--- src/rtl/irq_pkg.sv ---
package irq_pkg;
  localparam int LVL_W    = 3;
  localparam int VEC_W    = 8;
  localparam int NUM_REQ  = (1 << LVL_W) - 1;
  localparam int AUTO_BASE = 24;
  localparam int SPUR_VEC  = 24;

  typedef enum logic [1:0] {
    ST_IDLE = 2'd0,
    ST_REQ  = 2'd1,
    ST_ACK  = 2'd2,
    ST_VEC  = 2'd3
  } irq_state_e;
endpackage

--- src/rtl/irq_prienc.sv ---
module irq_prienc #(
  parameter int NUM_REQ = 7,
  parameter int LVL_W   = 3,
  parameter bit USE_ENC = 1'b1
) (
  input  logic [NUM_REQ-1:0] req,
  output logic [LVL_W-1:0]   lvl
);
  generate
    if (USE_ENC) begin : g_enc
      always_comb begin
        lvl = '0;
        for (int i = 0; i < NUM_REQ; i++) begin
          if (req[i]) lvl = LVL_W'(i + 1);
        end
      end
    end else begin : g_raw
      assign lvl = req[LVL_W-1:0];
    end
  endgenerate
endmodule

--- src/rtl/irq_lvlsync.sv ---
module irq_lvlsync #(
  parameter int LVL_W = 3
) (
  input  logic             clk,
  input  logic             rst_n,
  input  logic [LVL_W-1:0] lvl_in,
  output logic [LVL_W-1:0] lvl_out
);
  logic [LVL_W-1:0] s1, s2, held;

  always_ff @(posedge clk or negedge rst_n) begin
    if (!rst_n) begin
      s1   <= '0;
      s2   <= '0;
      held <= '0;
    end else begin
      s1 <= lvl_in;
      s2 <= s1;
      if (s1 == s2) held <= s2;
    end
  end

  assign lvl_out = held;
endmodule

--- src/rtl/irq_vecsel.sv ---
module irq_vecsel #(
  parameter int LVL_W     = 3,
  parameter int VEC_W     = 8,
  parameter int AUTO_BASE = 24,
  parameter int SPUR_VEC  = 24,
  localparam int ADDR_W   = VEC_W + 2
) (
  input  logic [LVL_W-1:0]  level,
  input  logic              dev_valid,
  input  logic [VEC_W-1:0]  dev_vec,
  input  logic              auto_ack,
  input  logic              no_ack,
  output logic              hit,
  output logic [VEC_W-1:0]  vec,
  output logic [ADDR_W-1:0] addr
);
  always_comb begin
    hit = dev_valid | auto_ack | no_ack;
    if (dev_valid)     vec = dev_vec;
    else if (auto_ack) vec = VEC_W'(AUTO_BASE) + VEC_W'(level);
    else               vec = VEC_W'(SPUR_VEC);
    addr = {vec, 2'b00};
  end
endmodule

--- src/rtl/irq_level_ctrl.sv ---
module irq_level_ctrl
  import irq_pkg::*;
#(
  parameter bit USE_ENC = 1'b1,
  localparam int ADDR_W = VEC_W + 2,
  localparam logic [LVL_W-1:0] NMI_LVL = LVL_W'(NUM_REQ)
) (
  input  logic               clk,
  input  logic               rst_n,
  input  logic [NUM_REQ-1:0] req_lines,
  output logic               exc_valid,
  input  logic               exc_ready,
  output logic [LVL_W-1:0]   exc_level,
  output logic               iack_busy,
  input  logic               dev_vec_valid,
  input  logic [VEC_W-1:0]   dev_vec,
  input  logic               auto_ack,
  input  logic               no_ack,
  output logic               vec_valid,
  input  logic               vec_ready,
  output logic [VEC_W-1:0]   vec_num,
  output logic [ADDR_W-1:0]  vec_addr,
  input  logic               sr_wr,
  input  logic [LVL_W-1:0]   sr_wr_mask,
  input  logic               sr_wr_super,
  output logic [LVL_W-1:0]   sr_mask,
  output logic               sr_super
);
  logic [LVL_W-1:0]  raw_lvl, lvl_st, lvl_r;
  logic              take, sel_hit;
  logic [VEC_W-1:0]  sel_vec, vec_r;
  logic [ADDR_W-1:0] sel_addr, addr_r;
  irq_state_e        st;

  irq_prienc #(.NUM_REQ(NUM_REQ), .LVL_W(LVL_W), .USE_ENC(USE_ENC)) u_enc (
    .req(req_lines), .lvl(raw_lvl));

  irq_lvlsync #(.LVL_W(LVL_W)) u_sync (
    .clk(clk), .rst_n(rst_n), .lvl_in(raw_lvl), .lvl_out(lvl_st));

  irq_vecsel #(.LVL_W(LVL_W), .VEC_W(VEC_W), .AUTO_BASE(AUTO_BASE),
               .SPUR_VEC(SPUR_VEC)) u_vec (
    .level(lvl_r), .dev_valid(dev_vec_valid), .dev_vec(dev_vec),
    .auto_ack(auto_ack), .no_ack(no_ack),
    .hit(sel_hit), .vec(sel_vec), .addr(sel_addr));

  assign take = (lvl_st != '0) && ((lvl_st > sr_mask) || (lvl_st == NMI_LVL));

  always_ff @(posedge clk or negedge rst_n) begin
    if (!rst_n) begin
      st       <= ST_IDLE;
      lvl_r    <= '0;
      vec_r    <= '0;
      addr_r   <= '0;
      sr_mask  <= NMI_LVL;
      sr_super <= 1'b1;
    end else begin
      if (st == ST_REQ && exc_ready) begin
        sr_mask  <= lvl_r;
        sr_super <= 1'b1;
      end else if (sr_wr) begin
        sr_mask  <= sr_wr_mask;
        sr_super <= sr_wr_super;
      end
      unique case (st)
        ST_IDLE: if (take) begin
          lvl_r <= lvl_st;
          st    <= ST_REQ;
        end
        ST_REQ:  if (exc_ready) st <= ST_ACK;
        ST_ACK:  if (sel_hit) begin
          vec_r  <= sel_vec;
          addr_r <= sel_addr;
          st     <= ST_VEC;
        end
        ST_VEC:  if (vec_ready) st <= ST_IDLE;
        default: st <= ST_IDLE;
      endcase
    end
  end

  assign exc_valid = (st == ST_REQ);
  assign exc_level = lvl_r;
  assign iack_busy = (st == ST_ACK);
  assign vec_valid = (st == ST_VEC);
  assign vec_num   = vec_r;
  assign vec_addr  = addr_r;
endmodule

--- config.mk ---
export PLATFORM = sky130hd
export DESIGN_NAME = irq_level_ctrl
export DESIGN_NICKNAME = d
export VERILOG_FILES = /design/src/rtl/irq_pkg.sv /design/src/rtl/irq_prienc.sv /design/src/rtl/irq_lvlsync.sv /design/src/rtl/irq_vecsel.sv /design/src/rtl/irq_level_ctrl.sv
export SDC_FILE = /design/constraint.sdc
export NUM_CORES = 1
export LEC_CHECK = 0
export ABC_AREA = 0
export ABC_CLOCK_PERIOD_IN_PS = 2400
export BUFFER_PORTS_ARGS = -buffer_cell sky130_fd_sc_hd__buf_2
export CORE_ASPECT_RATIO = 0.75
export CORE_MARGIN = 3
export CORE_UTILIZATION = 51
export CTS_CLUSTER_DIAMETER = 100
export CTS_CLUSTER_SIZE = 40
export DETAILED_ROUTE_END_ITERATION = 7
export PLACE_DENSITY_LB_ADDON = 0.3
export SLEW_MARGIN = 10
export SYNTH_ARGS = -nofsm -noshare
export SYNTH_HDL_FRONTEND = slang
export SYNTH_HIERARCHICAL = 1
export SYNTH_SLANG_ARGS = --single-unit
--- constraint.sdc ---
create_clock -name clk -period 2.4 [get_ports clk]
set_clock_uncertainty 0.1 [all_clocks]
set_input_delay 0.24 -clock clk [delete_from_list [all_inputs] [get_ports clk]]
set_output_delay 0.24 -clock clk [all_outputs]
set_load 0.05 [all_outputs]
; ---- Word level (Yosys, flattened, before mapping)
; Index checks and enable logic that the tools add are counted.
[classes]
n_addsub = 1
order_cmp = 1
eq_ne = 9
n_mux = 18
bitwise_logic = 2
reduce_logical = 9
[ops]
columns = cell, n
row1 = $mux W3, 6
row2 = $mux W8, 2
row3 = $mux W2, 6
row4 = $pmux W2 S4, 1
row5 = $add A5 B3 Y6 const A, 1
row6 = $ne A2 B1 Y1 const B, 3
row7 = $eq A2 B2 Y1 const B, 2
row8 = $reduce_and A2 Y1, 2
row9 = $reduce_and A4 Y1, 1
row10 = $eq A3 B3 Y1, 1
row11 = $eq A3 B3 Y1 const B, 1
row12 = $gt A3 B3 Y1, 1
row13 = $mux W1, 3
row14 = $reduce_bool A3 Y1, 1
row15 = $eq A2 B1 Y1 const B, 1
row16 = $logic_and A1 B1 Y1, 2
row17 = $logic_not A2 Y1, 1
row18 = $ne A2 B2 Y1 const B, 1
row19 = $or A1 B1 Y1, 2
row20 = $reduce_bool A2 Y1, 1
row21 = $logic_or A1 B1 Y1, 1
[totals]
reg_bits = 26
in_bits = 27
elab_cells = 48

; ---- Depth between registers and ports, before layout
[logic_depth]
depth_word = 7
ltp_mapped = 7

; ---- Cells and area by module
; The synthesis kept the hierarchy.
[modules_own_cells]
columns = module, instances, cells_per_inst, area_each_um2, seq_area_each_um2
row1 = irq_level_ctrl, 1, 102, 1285.0, 680.7
row2 = irq_lvlsync, 1, 19, 305.3, 225.2
row3 = irq_vecsel, 1, 24, 170.2, 0.0
row4 = irq_prienc, 1, 10, 45.0, 0.0

; ---- Least setup slack after synthesis
; OpenSTA, ideal clock, no wires.
[synth_timing]
path_type = register to register
startpoint = register sr_mask[1]
endpoint = register st[1]
arrival_ps = 1915
required_ps = 2175
slack_ps = 260
stages_incl_launch_ff = 7
period_less_slack_ps = 2140
cell_sequence = dfstp_2 > inv_1 > ha_1 > a211oi_2 > nor2_2 > o211ai_2 > mux2_4
[synth_between]
elab_chain_cells = 5
[synth_lines]
columns = element, line_no
row1 = start: declaration, irq_level_ctrl.sv:26  ; output logic [LVL_W-1:0] sr_mask,
row2 = start signal: assignment, irq_level_ctrl.sv:59  ; sr_mask <= lvl_r;
row3 = start signal: assignment, irq_level_ctrl.sv:62  ; sr_mask <= sr_wr_mask;
row4 = $gt A3 B3 Y1, irq_level_ctrl.sv:47  ; assign take = (lvl_st != '0) && ((lvl_st > sr_mask) || (lvl_st == NMI_LVL));
row5 = $logic_or A1 B1 Y1, irq_level_ctrl.sv:47
row6 = $logic_and A1 B1 Y1, irq_level_ctrl.sv:47
row7 = $ne A2 B2 Y1 (no line), n/a
row8 = $reduce_and A4 Y1 (no line), n/a
row9 = end signal: assignment, irq_level_ctrl.sv:51  ; st <= ST_IDLE;
row10 = end signal: assignment, irq_level_ctrl.sv:68  ; st <= ST_REQ;
row11 = end signal: assignment, irq_level_ctrl.sv:70  ; ST_REQ: if (exc_ready) st <= ST_ACK;
row12 = end: declaration, irq_level_ctrl.sv:33  ; irq_state_e st;
; No other way between the ends.
; A chain may end at the register's enable or synchronous reset.

; ---- Final worst setup path
; Ends and elaborated chain as after synthesis.

==> flow_metrics.tcl <==
set metrics [dict create \
    status "completed" \
    period_minus_slack_ns 2.088 \
    dpl.cell_count 237 \
    clk_pin_slew_ns 0.07 \
    fin_crit_sh 0.8702 \
    cts_buffer_depth 2 \
    crit_family "flip-flops" \
    slowest_delay_ns 0.54 \
    clock_sink_count 36 \
    avgViaCountPerCell 5.126 \
    grt_setup_unrepaired "false" \
    end_kind "flop" \
    cts_buffers 5 \
    peakVddDrop_uv 850.2 \
    synth.avg_cell_area_sq_um 11.65 \
    cp-start-kind "flop" \
    core_sq_mm 0.003333 \
    insertedDiodeCount 0 \
    grt.overflow.total 0 \
    vias 1261 \
    cts_resized 0 \
    drt_wl_total_um 3319 \
    setup_viol 0 \
    power.switching_mw 1.630 \
    grt_max_degree 37 \
    hold_class "in -> reg" \
    fin_util 0.6468 \
    gp_congestion 0.7428 \
    final_common_cell "buf_2" \
    grt.total_usage 0.1725 \
    combPwrFrac 0.546 \
    tightest_slew_ns 0.7681 \
    fin_hold_ws_ns 0.06327 \
    min_path_cells 2 \
    dr.pass1.iters 5 \
    power_density_mw_per_mm2 1564 \
    worstSetupPathDepth 7 \
    finalMaxSlewViolations 0 \
    swShare 0.4834 \
    nets 240 \
    postCtsSetupBuffers 0 \
    synthCells 155 \
    path_buf_inv 1 \
    final_cell_mix "buf_2, dfrtp_1, mux2_2" \
    initial_core_util 0.5417 \
    row_count 18 \
    ant_nets 0 \
    final_layout_size_suffix_gt1_frac 0.4417 \
    leakage_nw 1.056 \
    fmax_mhz 478.8 \
    grt_pass1_vias 1310 \
    syn_area_sq_mm 0.001805 \
    fill_cells 276 \
    yosysWarnings 6 \
    path_class "reg -> reg" \
    grt_pass1_wl_um 5623 \
    fp.dieH_um 57.53 \
    yosysSeqAreaShare 0.5017 \
    final-hold-violation-count 0 \
    drc 0 \
    h-tree-depth 2 \
    register_area_sq_um 905.9 \
    critPathArrivalTime_ns 2.15 \
    internal_power_mw 1.742 \
    wl_per_cell_um 13.49 \
    clockPowerShare 0.152 \
    cp_cell_sequence "inv_1 -> ha_1 -> nand3_1 -> o21ai_0 -> nor2_2 -> o211ai_2 -> mux2_4" \
    final_cells 246 \
    slowest_stage "dfstp_2" \
    die_area_sq_mm 0.004297 \
    antenna_found_initial 0 \
    hpwl_um 2611 \
    drt-initial-drc-count 33 \
    max_cap_viol_count 0 \
    slew_headroom 0.4879 \
    portBuffers 54 \
    worstPathRequired_ns 2.46 \
    ys_types 37 \
    p_total_mw 3.373 \
    die_width_um 74.71 \
    multi_input_area_sq_um 763.2 \
    fin_setup_tns_ns 0 \
    clk_latency_ns 0.28 \
    seqPwrFrac 0.302 \
    clock_tree.root_cell "clkbuf_8" \
    cp_max_fo 7 \
    pin_count 55 \
    areaGrowthSynthToFinish_pct 19.40 \
    cts_tree "built" \
    synth-seq-cells 36 \
    reg2regPathDepth 7 \
]
==> worst paths after layout <==
kind / start / end / slack (ns)
max: sr_mask[1] / st[1] / 0.31
min: req_lines[3] / u_sync/s1[0] / 0.06
max reg2reg: sr_mask[1] / st[1] / 0.31
min reg2reg: u_sync/s1[0] / u_sync/s2[0] / 0.30
max in group asynchronous: rst_n / u_sync/lvl_out[0] / 1.23
min in group asynchronous: rst_n / vec_addr[7] / 0.48
==> worst register-to-register path: stages, from the launching register on <==
cell and delay [ns]:
dfstp_2 0.54, inv_1 0.05, ha_1 0.31, nand3_1 0.11, o21ai_0 0.11, nor2_2 0.26
o211ai_2 0.17, mux2_4 0.33
==> cells in the mapped netlist (all sizes together) <==
cell     count  area (sq um)
mux2        21         240.2
a21oi        7         35.03
ha           8         100.1
clkbuf       2         7.510
nand3        2         10.01
o2bb2ai      2         17.52
conb         1         3.750
o31ai        1         7.510
nand4        1         6.260
buf         12         91.33
nand3b       1         7.510
o211ai       5         42.54
a22o         2         17.52
dfstp        4         105.1
dfrtp       32         800.8
a21boi       1         7.510
a32o         1         10.01
o221ai       1         8.760
a211oi       1         12.51
a222oi       1         10.01
inv         10         37.54
and2         3         18.77
or3          1         11.26
mux2i        5         50.05
xnor2        3         26.28
clkinv       1         3.750
o21ai        4         20.01
nand2       11         41.29
nor2         7         28.78
and2b        1         7.510
nand2b       3         18.77
==> power by group through the flow <==
stage	Clock [mW]	Sequential [mW]	Combinational, mW
after floorplan	0	1.71	0.773
after global placement	0	1.01	1.81
after detailed placement	0	1.03	1.86
after CTS	0.527	1.02	1.86
after global routing	0.547	1.06	1.96
final	0.512	1.02	1.84
==> registers in the layout, indices dropped and copies added (netlist names) <==
| signal | flops |
|---|---|
| vec_addr | 10 |
| u_sync/s1 | 3 |
| vec_num | 8 |
| exc_level | 3 |
| u_sync/s2 | 3 |
| u_sync/lvl_out | 3 |
| sr_super | 1 |
| sr_mask | 3 |
| st | 2 |
==> cell families (layout without fill, tap and decap cells) <==
family                     after synthesis  after routing  synth area share
other                                    1              2          0.002077
DFF                                     36             36            0.5017
xor gates and xnor gates                 3              3           0.01456
muxes                                   26             26            0.1608
AOI/OAI and AO/OA                       26             26            0.1046
and+or+nand+nor                         30             30           0.08317
adders and majority gates                8              8           0.05544
buffers and inverters                   25             75           0.07761
==> what timing repair did <==
action                                 4_1_cts  5_1_grt
hold buffers                                 1        0
setup endpoints to repair                    0        0
endpoints found under the hold margin       32        0
==> per-layer routing <==
layer / vias up / routed length, um / GRT usage
met2: 42 / 1645 / 0.2941
met3: 4 / 176 / 0.04930
met5: - / 0 / 0
met1: 587 / 1482 / 0.2095
li1: 628 / - / -
met4: 0 / 15 / 0.05584
==> area by class of cell <==
type / instances / share of cell area
well taps: 40 / 0.02322
repair buffers: 56 / 0.1335
multi-input cells: 95 / 0.3540
clock buffers: 6 / 0.03366
clock inverters: 2 / 0.01625
flip-flops and latches: 36 / 0.4202
inverters: 11 / 0.01915
==> metrics by stage <==
| step | instance area (sq um) | worst slack (ns) |
|---|---|---|
| 2_1_floorplan | 1809 | 0.2603 |
| 3_3_place_gp | 2038 | 0.4357 |
| 3_5_place_dp | 2038 | 0.3340 |
| 4_1_cts | 2156 | 0.3128 |
| 5_1_grt | 2156 | 0.1980 |
| 6_report | 2156 | 0.3116 |
Note: power is estimated with default switching activity, not from simulation.
